===== config.mk =====
export PLATFORM = sky130hd
export DESIGN_NAME = dbuf_uart_tx
export DESIGN_NICKNAME = d
export VERILOG_FILES = /design/src/rtl/uart_tx_pkg.sv /design/src/rtl/tx_frame_shifter.sv /design/src/rtl/tx_hold_reg.sv /design/src/rtl/tx_irq_flag.sv /design/src/rtl/dbuf_uart_tx.sv
export SDC_FILE = /design/constraint.sdc
export NUM_CORES = 1
export LEC_CHECK = 0
export CAP_MARGIN = 5
export CORE_UTILIZATION = 25
export DETAILED_ROUTE_END_ITERATION = 7
export PLACE_DENSITY = 0.39
export SLEW_MARGIN = 20
export SYNTH_ARGS = -nofsm -noshare
export SYNTH_HDL_FRONTEND = slang
export SYNTH_SLANG_ARGS = --single-unit

===== constraint.sdc =====
create_clock -name clk -period 2.65 [get_ports clk]
set_input_delay 0.3975 -clock clk [delete_from_list [all_inputs] [get_ports clk]]
set_output_delay 0.3975 -clock clk [all_outputs]
set_load 0.005 [all_outputs]

===== src/rtl/uart_tx_pkg.sv =====
package uart_tx_pkg;

   typedef enum logic [1:0] {
      TXS_IDLE  = 2'd0,
      TXS_START = 2'd1,
      TXS_DATA  = 2'd2,
      TXS_STOP  = 2'd3
   } tx_state_e;

endpackage


===== src/rtl/tx_frame_shifter.sv =====
module tx_frame_shifter
   import uart_tx_pkg::*;
#(
   parameter int DATA_W = 8,
   parameter int OVS    = 16
) (
   input  logic              clk,
   input  logic              rst_n,
   input  logic              tick,
   input  logic              go,
   input  logic              arm,
   input  logic [DATA_W-1:0] ld_data,
   output logic              txd,
   output logic              idle,
   output logic              stop_begin,
   output logic              stop_end,
   output logic              armed
);

   localparam int CNT_W = (OVS > 1) ? $clog2(OVS) : 1;
   localparam int IDX_W = (DATA_W > 1) ? $clog2(DATA_W) : 1;
   localparam logic [CNT_W-1:0] CNT_LAST = CNT_W'(OVS - 1);
   localparam logic [IDX_W-1:0] IDX_LAST = IDX_W'(DATA_W - 1);

   tx_state_e         state_q, state_d;
   logic [CNT_W-1:0]  cnt_q, cnt_d;
   logic [IDX_W-1:0]  idx_q, idx_d;
   logic [DATA_W-1:0] sh_q, sh_d;
   logic              armed_q, armed_d;
   logic              bit_done;

   assign bit_done   = tick && (cnt_q == CNT_LAST);
   assign stop_begin = (state_q == TXS_DATA) && bit_done && (idx_q == IDX_LAST);
   assign stop_end   = (state_q == TXS_STOP) && bit_done;
   assign idle       = (state_q == TXS_IDLE);
   assign armed      = armed_q;

   always_comb begin
      unique case (state_q)
         TXS_START: txd = 1'b0;
         TXS_DATA:  txd = sh_q[0];
         default:   txd = 1'b1;
      endcase
   end

   always_comb begin
      state_d = state_q;
      cnt_d   = cnt_q;
      idx_d   = idx_q;
      sh_d    = sh_q;
      armed_d = armed_q;
      if (tick && state_q != TXS_IDLE) begin
         cnt_d = bit_done ? '0 : cnt_q + 1'b1;
      end
      unique case (state_q)
         TXS_IDLE: begin
            if (go) begin
               state_d = TXS_START;
               sh_d    = ld_data;
               cnt_d   = '0;
            end
         end
         TXS_START: begin
            if (bit_done) begin
               state_d = TXS_DATA;
               idx_d   = '0;
            end
         end
         TXS_DATA: begin
            if (bit_done) begin
               sh_d  = sh_q >> 1;
               idx_d = idx_q + 1'b1;
               if (idx_q == IDX_LAST) begin
                  state_d = TXS_STOP;
               end
            end
         end
         TXS_STOP: begin
            if (bit_done) begin
               if (armed_q) begin
                  state_d = TXS_START;
                  armed_d = 1'b0;
               end else if (go) begin
                  state_d = TXS_START;
                  sh_d    = ld_data;
               end else begin
                  state_d = TXS_IDLE;
               end
            end
         end
         default: state_d = TXS_IDLE;
      endcase
      if (arm) begin
         sh_d    = ld_data;
         armed_d = 1'b1;
      end
   end

   always_ff @(posedge clk or negedge rst_n) begin
      if (!rst_n) begin
         state_q <= TXS_IDLE;
         cnt_q   <= '0;
         idx_q   <= '0;
         sh_q    <= '0;
         armed_q <= 1'b0;
      end else begin
         state_q <= state_d;
         cnt_q   <= cnt_d;
         idx_q   <= idx_d;
         sh_q    <= sh_d;
         armed_q <= armed_d;
      end
   end

endmodule


===== src/rtl/tx_hold_reg.sv =====
module tx_hold_reg #(
   parameter int DATA_W  = 8,
   parameter bit HOLD_EN = 1'b1
) (
   input  logic              clk,
   input  logic              rst_n,
   input  logic              put,
   input  logic              take,
   input  logic [DATA_W-1:0] put_data,
   output logic              full,
   output logic [DATA_W-1:0] data
);

   generate
      if (HOLD_EN) begin : g_hold
         logic              full_q;
         logic [DATA_W-1:0] data_q;
         always_ff @(posedge clk or negedge rst_n) begin
            if (!rst_n) begin
               full_q <= 1'b0;
               data_q <= '0;
            end else begin
               if (put) begin
                  full_q <= 1'b1;
                  data_q <= put_data;
               end else if (take) begin
                  full_q <= 1'b0;
               end
            end
         end
         assign full = full_q;
         assign data = data_q;
      end else begin : g_nohold
         logic unused_in;
         assign unused_in = ^{clk, rst_n, put, take, put_data};
         assign full = 1'b0;
         assign data = '0;
      end
   endgenerate

endmodule


===== src/rtl/tx_irq_flag.sv =====
module tx_irq_flag (
   input  logic clk,
   input  logic rst_n,
   input  logic set,
   input  logic clr,
   input  logic lost,
   output logic flag,
   output logic lost_pulse
);

   logic flag_q, lost_q;

   always_ff @(posedge clk or negedge rst_n) begin
      if (!rst_n) begin
         flag_q <= 1'b0;
         lost_q <= 1'b0;
      end else begin
         if (set) begin
            flag_q <= 1'b1;
         end else if (clr) begin
            flag_q <= 1'b0;
         end
         lost_q <= lost;
      end
   end

   assign flag       = flag_q;
   assign lost_pulse = lost_q;

endmodule


===== src/rtl/dbuf_uart_tx.sv =====
module dbuf_uart_tx #(
   parameter int DATA_W  = 8,
   parameter int OVS     = 16,
   parameter bit HOLD_EN = 1'b1
) (
   input  logic              clk,
   input  logic              rst_n,
   input  logic              wr_en,
   input  logic [DATA_W-1:0] wr_data,
   input  logic              baud_tick,
   input  logic              dbuf_en,
   input  logic              last_irq_en,
   input  logic              irq_at_end,
   input  logic              irq_clr,
   output logic              txd,
   output logic              tx_irq,
   output logic              busy,
   output logic              overrun
);

   generate
      if (DATA_W < 2) begin : g_bad_width
         $error("dbuf_uart_tx: DATA_W must be at least 2");
      end
      if (OVS < 2) begin : g_bad_ovs
         $error("dbuf_uart_tx: OVS must be at least 2");
      end
   endgenerate

   logic              dbuf_on;
   logic              sh_idle, sh_stop_begin, sh_stop_end, sh_armed;
   logic              sh_free, hold_full;
   logic [DATA_W-1:0] hold_data, ld_data;
   logic              direct, put_hold, xfer_begin, xfer_end, go, lost;
   logic              last_evt, irq_set;

   assign dbuf_on = dbuf_en && HOLD_EN;

   // shifter can accept a new frame now or right at the end of its stop bit
   assign sh_free    = sh_idle || (sh_stop_end && !sh_armed);
   assign direct     = wr_en && sh_free && !hold_full;
   assign put_hold   = dbuf_on && wr_en && !direct;
   assign xfer_begin = !irq_at_end && sh_stop_begin && hold_full;
   assign xfer_end   = sh_stop_end && !sh_armed && hold_full;
   assign go         = direct || xfer_end;
   assign ld_data    = (xfer_begin || xfer_end) ? hold_data : wr_data;

   assign lost = dbuf_on ? (put_hold && hold_full && !(xfer_begin || xfer_end))
                         : (wr_en && !direct);

   assign last_evt = dbuf_on && last_irq_en && !hold_full &&
                     ((!irq_at_end && sh_stop_begin) ||
                      (irq_at_end && sh_stop_end && !sh_armed));

   assign irq_set = (dbuf_on && direct) || xfer_begin || xfer_end || last_evt ||
                    (!dbuf_on && sh_stop_end);

   tx_frame_shifter #(
      .DATA_W (DATA_W),
      .OVS    (OVS)
   ) u_shift (
      .clk        (clk),
      .rst_n      (rst_n),
      .tick       (baud_tick),
      .go         (go),
      .arm        (xfer_begin),
      .ld_data    (ld_data),
      .txd        (txd),
      .idle       (sh_idle),
      .stop_begin (sh_stop_begin),
      .stop_end   (sh_stop_end),
      .armed      (sh_armed)
   );

   tx_hold_reg #(
      .DATA_W  (DATA_W),
      .HOLD_EN (HOLD_EN)
   ) u_hold (
      .clk      (clk),
      .rst_n    (rst_n),
      .put      (put_hold),
      .take     (xfer_begin || xfer_end),
      .put_data (wr_data),
      .full     (hold_full),
      .data     (hold_data)
   );

   tx_irq_flag u_irq (
      .clk        (clk),
      .rst_n      (rst_n),
      .set        (irq_set),
      .clr        (irq_clr),
      .lost       (lost),
      .flag       (tx_irq),
      .lost_pulse (overrun)
   );

   assign busy = !sh_idle || hold_full;

endmodule


# [After elaboration in Yosys (flattened, before gate mapping)]
# Index checks and enable logic that the tools add are counted.
# W data, S select, Z words.
[totals] reg_bits=29 input_bits=16 output_inout_bits=4 elab_cells=106
[op_classes] addsub=2 n_eq_ne=13 n_mux=31 n_reduce_logical=51
[op_table] op="$mux W8" count=6
[op_table] op="$pmux W8 S3" count=1
[op_table] op="$logic_and A1 B1 Y1" count=23
[op_table] op="$mux W4" count=4
[op_table] op="$mux W2" count=6
[op_table] op="$reduce_bool A2 Y1" count=6
[op_table] op="$logic_or A1 B1 Y1" count=9
[op_table] op="$mux W1" count=9
[op_table] op="$ne A2 B1 Y1 const B" count=4
[op_table] op="$pmux W2 S4" count=1
[op_table] op="$logic_not A1 Y1" count=7
[op_table] op="$mux W3" count=2
[op_table] op="$ne A3 B2 Y1 const B" count=2
[op_table] op="$pmux W3 S2" count=1
[op_table] op="$reduce_and A5 Y1" count=1
[op_table] op="$add A4 B1 Y4 const B" count=1
[op_table] op="$eq A2 B2 Y1 const B" count=2
[op_table] op="$eq A4 B4 Y1 const B" count=1
[op_table] op="$reduce_and A4 Y1" count=1
[op_table] op="$reduce_bool A4 Y1" count=1
[op_table] op="$add A3 B1 Y3 const B" count=1
[op_table] op="$eq A3 B3 Y1 const B" count=1
[op_table] op="$ne A3 B3 Y1 const B" count=1
[op_table] op="$reduce_and A3 Y1" count=1
[op_table] op="other kinds (5)" count=5

# [Depth between registers and ports, before layout]
[logic_depth] word_depth=13 mapped_depth=7 depth_no_buf=6

# [Hierarchy]
# From an unflattened synthesis, not the netlist that was laid out.
[unflattened] hier_cells=144 hier_area_um2=1717.9
[by_module_without_submodules] module="tx_frame_shifter" n_inst=1 cells_each=92 area_per_inst_um2=1036.0 seq_area_each_um2=450.4
[by_module_without_submodules] module="tx_hold_reg" n_inst=1 cells_each=20 area_per_inst_um2=369.1 seq_area_each_um2=225.2
[by_module_without_submodules] module="dbuf_uart_tx" n_inst=1 cells_each=28 area_per_inst_um2=251.5 seq_area_each_um2=0.0
[by_module_without_submodules] module="tx_irq_flag" n_inst=1 cells_each=4 area_per_inst_um2=61.3 seq_area_each_um2=50.0

# [Least setup slack after synthesis]
# OpenSTA, ideal clock, no wires.
[synth_timing] path_type="reg2reg" startpoint="reg u_shift.idx_q[0]" endpoint="reg u_irq.flag_q (netlist: u_irq.flag)" setup_ps=120 arrival_time_ps=1617 t_required_ps=2530 slack_ps=913 stages_incl_launch_ff=8 n_path_buf=1 synth_period_minus_slack_ps=1737 cell_sequence="dfrtp_1 -> ha_1 -> ha_1 -> and3b_1 -> clkbuf_2 -> o211ai_1 -> o221ai_1 -> a31o_2"
[synth_between] elab_chain_len=9 elab_cells_between_ends=12 cone_classes="1 x eq/ne; 1 x mux; 10 x reduce/logical"
[synth_rtl] element="from (decl)" line="tx_frame_shifter.sv:27" source="logic [IDX_W-1:0] idx_q, idx_d;"
[synth_rtl] element="from (signal assigned)" line="tx_frame_shifter.sv:109" source="idx_q <= idx_d;"
[synth_rtl] element="$eq A3 B3 Y1 *" line="tx_frame_shifter.sv:33" source="assign stop_begin = (state_q == TXS_DATA) && bit_done && (idx_q == IDX_LAST);"
[synth_rtl] element="$logic_and A1 B1 Y1 *" line="tx_frame_shifter.sv:33"
[synth_rtl] element="$logic_and A1 B1 Y1 *" line="dbuf_uart_tx.sv:43, dbuf_uart_tx.sv:52"
[synth_rtl] element="$logic_and A1 B1 Y1" line="dbuf_uart_tx.sv:43" source="assign xfer_begin = !irq_at_end && sh_stop_begin && hold_full;"
[synth_rtl] element="$logic_or A1 B1 Y1 (2 in a row)" line="dbuf_uart_tx.sv:55" source="assign irq_set = (dbuf_on && direct) || xfer_begin || xfer_end || last_evt ||"
[synth_rtl] element="$logic_or A1 B1 Y1 * (2 in a row)" line="dbuf_uart_tx.sv:55"
[synth_rtl] element="$mux W1 or $reduce_bool A2 Y1 (tied branches)"
[synth_rtl] element="to (signal assigned)" line="tx_irq_flag.sv:15" source="flag_q <= 1'b0;"
[synth_rtl] element="to (signal assigned)" line="tx_irq_flag.sv:19" source="flag_q <= 1'b1;"
[synth_rtl] element="to (signal assigned)" line="tx_irq_flag.sv:21" source="flag_q <= 1'b0;"
[synth_rtl] element="to (decl)" line="tx_irq_flag.sv:11" source="logic flag_q, lost_q;"
# Mark *: on every way between the ends. The rest lies on a longest branch, timed or not.
# A chain may end at the register's enable or synchronous reset.

# [Worst setup path after layout]
[layout_timing] startpoint="reg u_shift.state_q[0]" endpoint="out busy"
[layout_between] elab_chain_len=3
[layout_rtl] element="from (decl)" line="tx_frame_shifter.sv:25" source="tx_state_e state_q, state_d;"
[layout_rtl] element="from (signal assigned)" line="tx_frame_shifter.sv:107" source="state_q <= state_d;"
[layout_rtl] element="$logic_not A2 Y1" line="tx_frame_shifter.sv:35" source="assign idle = (state_q == TXS_IDLE);"
[layout_rtl] element="$logic_not A1 Y1" line="dbuf_uart_tx.sv:98" source="assign busy = !sh_idle || hold_full;"
[layout_rtl] element="$logic_or A1 B1 Y1" line="dbuf_uart_tx.sv:98"
[layout_rtl] element="to (decl)" line="dbuf_uart_tx.sv:17" source="output logic busy,"
# Every way passes these cells.

==> reports/summary.txt <==
Status: finished, final reports clean
Seq pwr share: 33.5%
TNS Setup: 0 ns
Clk root buf: clkbuf_8
MaxCap Viol Count: 0
DP HPWL: 3100 um
Distinct cells, synth: 50
Hold Path Class: in2async
Num CTS Buffers: 5
Gr ovfl total: 0
CP max FO: 11
F_max: 430 MHz
Final ANT Viol Nets: 0
Arr. time, crit path: 1.93 ns
Dpl cells: 264
ANT cells: 0
I/O Pins: 20
Die W: 85.5 um
Top FF cell, synth: dfrtp_1
Max-slew violations: 0
Setup Crit Path Kind: reg2out
CTS tree: done
Final setup viols: 0
Internal power: 1.25 mW
First-pass GRT wire length: 7280 um
DRT Pass-1 Iters: 4
Die Area: 0.00731 mm^2
Row count: 30
Number of fill cells: 704
Layout Cells excl Fill: 272
CTS Hold Bufs: 0
Required time of the worst setup path: 2.25 ns
Pin count of the biggest net entering global routing: 30
Sink Count: 29
Vias/cell: 5.11
Wirelength per Cell: 15.8 um
Worst-Skew Late Latency: 0.29 ns
Nets: 215
Yosys warns: 0
Core ar.: 0.00676 mm^2
Total global-route track usage: 13.0%
Starting density of the core: 25.8%
Util after Layout: 31.8%
Clock transition at path regs: 0.07 ns
H-tree depth: 2
Switching share of total power: 37.6%
Worst-Margin Slew: 0.557 ns
Area grow syn2layout: 23.1%
FFs w/ async S/R, synth: 100%
IO Port Bufs: 19
Post-synth top area share: 41.6%
Final hold violations: 0
Post-cts resize count: 0
Relative slew slack: 62.7%
Gate power share: 42.3%
Placer Congestion: 0.723
Peak supply drop: 0.275 mV
Post-CTS setup buffer count: 0
Initial antenna violation count: 0
Post-Syn Instances: 167
Startpoint types: flop
Chip height: 85.5 um
Hold_ws: 0.502 ns
Leading post-synthesis cells by cell area: dfrtp_1 (42%), mux2_2 (5.8%), ha_1 (5.7%)
Yosys top cell by area: dfrtp_1
Longest Clk Path Bufs: 2
P_sw: 0.755 mW
Clock power share: 24.2%
Yosys reg bits: 29
Number of global-route vias before repair: 1,406
Commonest non-fill, non-tap cell in the layout: dfrtp_1
Post-Syn Nets: 191
Cell Pwr Density: 935 mW/mm^2
Setup Skew: 0.00334 ns
Syn_area_per_cell: 10.4 um^2
Total power: 2.01 mW
Fraction of layout cells with a size suffix above 1: 17.7%
Worst setup EP type: output pin
Fin crit share: 87.8%
DR iter-0 viols: 32
Commonest non-fill, non-tap cells in the layout: dfrtp_1 (29), clkdlybuf4s50_1 (19), nor2_1 (14)
Final WL: 4290 um
Post-synth EDFFs: 0
Seq/Total Area, Yosys: 41.6%
Leakage: 0.893 nW
Minimum clock period: 2.33 ns
Via count: 1,391
RSZ-0062 raised after global routing: false
Synthesized area: 0.00174 mm^2
# DRC: 0
-- power groups by stage --
| stage | sequential, mW | combinational, mW | clock [mW] |
|---|---|---|---|
| after CTS | 0.672 | 0.854 | 0.502 |
| after global routing | 0.692 | 0.940 | 0.524 |
| after floorplan | 0.648 | 0.609 | 0 |
| after detailed placement | 0.677 | 0.852 | 0 |
| final | 0.673 | 0.850 | 0.485 |
| after global placement | 0.675 | 0.836 | 0 |
-- area by class of cell --
type	instances	area, um^2	share of cell area (%)
multi-input cells	123	947	44.1
flip-flops and latches	29	726	33.8
repair buffers	24	228	10.6
well taps	80	100	4.66
clock buffers	7	86.3	4.02
clock inverters	1	30.0	1.40
inverters	8	30.0	1.40
-- per-layer routing --
layer / vias up / global-route usage [%] / wire length (um)
met5: - / 0 / 0
met4: 0 / 5.00 / 68
met3: 7 / 3.27 / 189
met2: 25 / 19.9 / 1980
met1: 677 / 17.6 / 2060
li1: 682 / - / -
-- flip-flops by register name (all words and copies together) (netlist names) --
signal	count
u_hold.full	1
u_shift.sh_q	8
u_shift.idx_q	3
u_irq.lost_pulse	1
u_hold.data	8
u_shift.state_q	2
u_irq.flag	1
u_shift.cnt_q	4
u_shift.armed	1
-- worst max-delay path, stage by stage (launching register included) --
cell and delay, ns:
dfrtp_1 0.41, inv_1 0.16, ha_1 0.45, nand2b_1 0.15, clkdlybuf4s50_1 0.47
-- final timing paths --
kind / from / end / slack, ns / cells after the start
min in group clk: u_hold.data[7] / u_hold.data[7] / 0.50 / 1
worst min register to register: u_hold.data[7] / u_hold.data[7] / 0.50 / 1
worst min-delay path: rst_n / u_shift.state_q[1] / 0.50 / 2
worst max register to register: u_shift.state_q[0] / u_shift.sh_q[7] / 0.52 / 7
worst max-delay path: u_shift.state_q[0] / busy / 0.32 / 4
max in group asynchronous: rst_n / u_hold.data[4] / 1.86 / 2
-- Yosys cell counts (2+ instances only) --
cell type and instances:
mux2i_1 3, nand3b_1 2, inv_1 7, o22ai_1 8, nand2_1 12, nand4_1 2, dfrtp_1 29, o31ai_1 8
o221ai_1 2, nand2b_1 3, nand3_2 2, nor2_1 14, o2111ai_1 8, a21oi_1 4, mux2_2 9, clkbuf_1 2
buf_2 2, ha_1 8, a22o_1 5, o21ai_0 7
-- cell families after synthesis --
| group | synth area share [%] |
|---|---|
| AND/OR/NAND/NOR | 13.8 |
| buffers and inverters | 4.09 |
| multiplexers | 7.53 |
| XOR/XNOR | 0.502 |
| flip-flops | 41.6 |
| AO/OA/AOI/OAI | 26.7 |
| adder cells (fa/ha/maj) | 5.74 |
-- through the flow --
step	cell area, um^2	setup WS [ns]
6_report	2150	0.324
5_1_grt	2150	0.213
4_1_cts	2150	0.301
3_5_place_dp	2030	0.272
3_3_place_gp	2030	0.317
2_1_floorplan	1740	0.913
(Power assumes the default switching activity.)
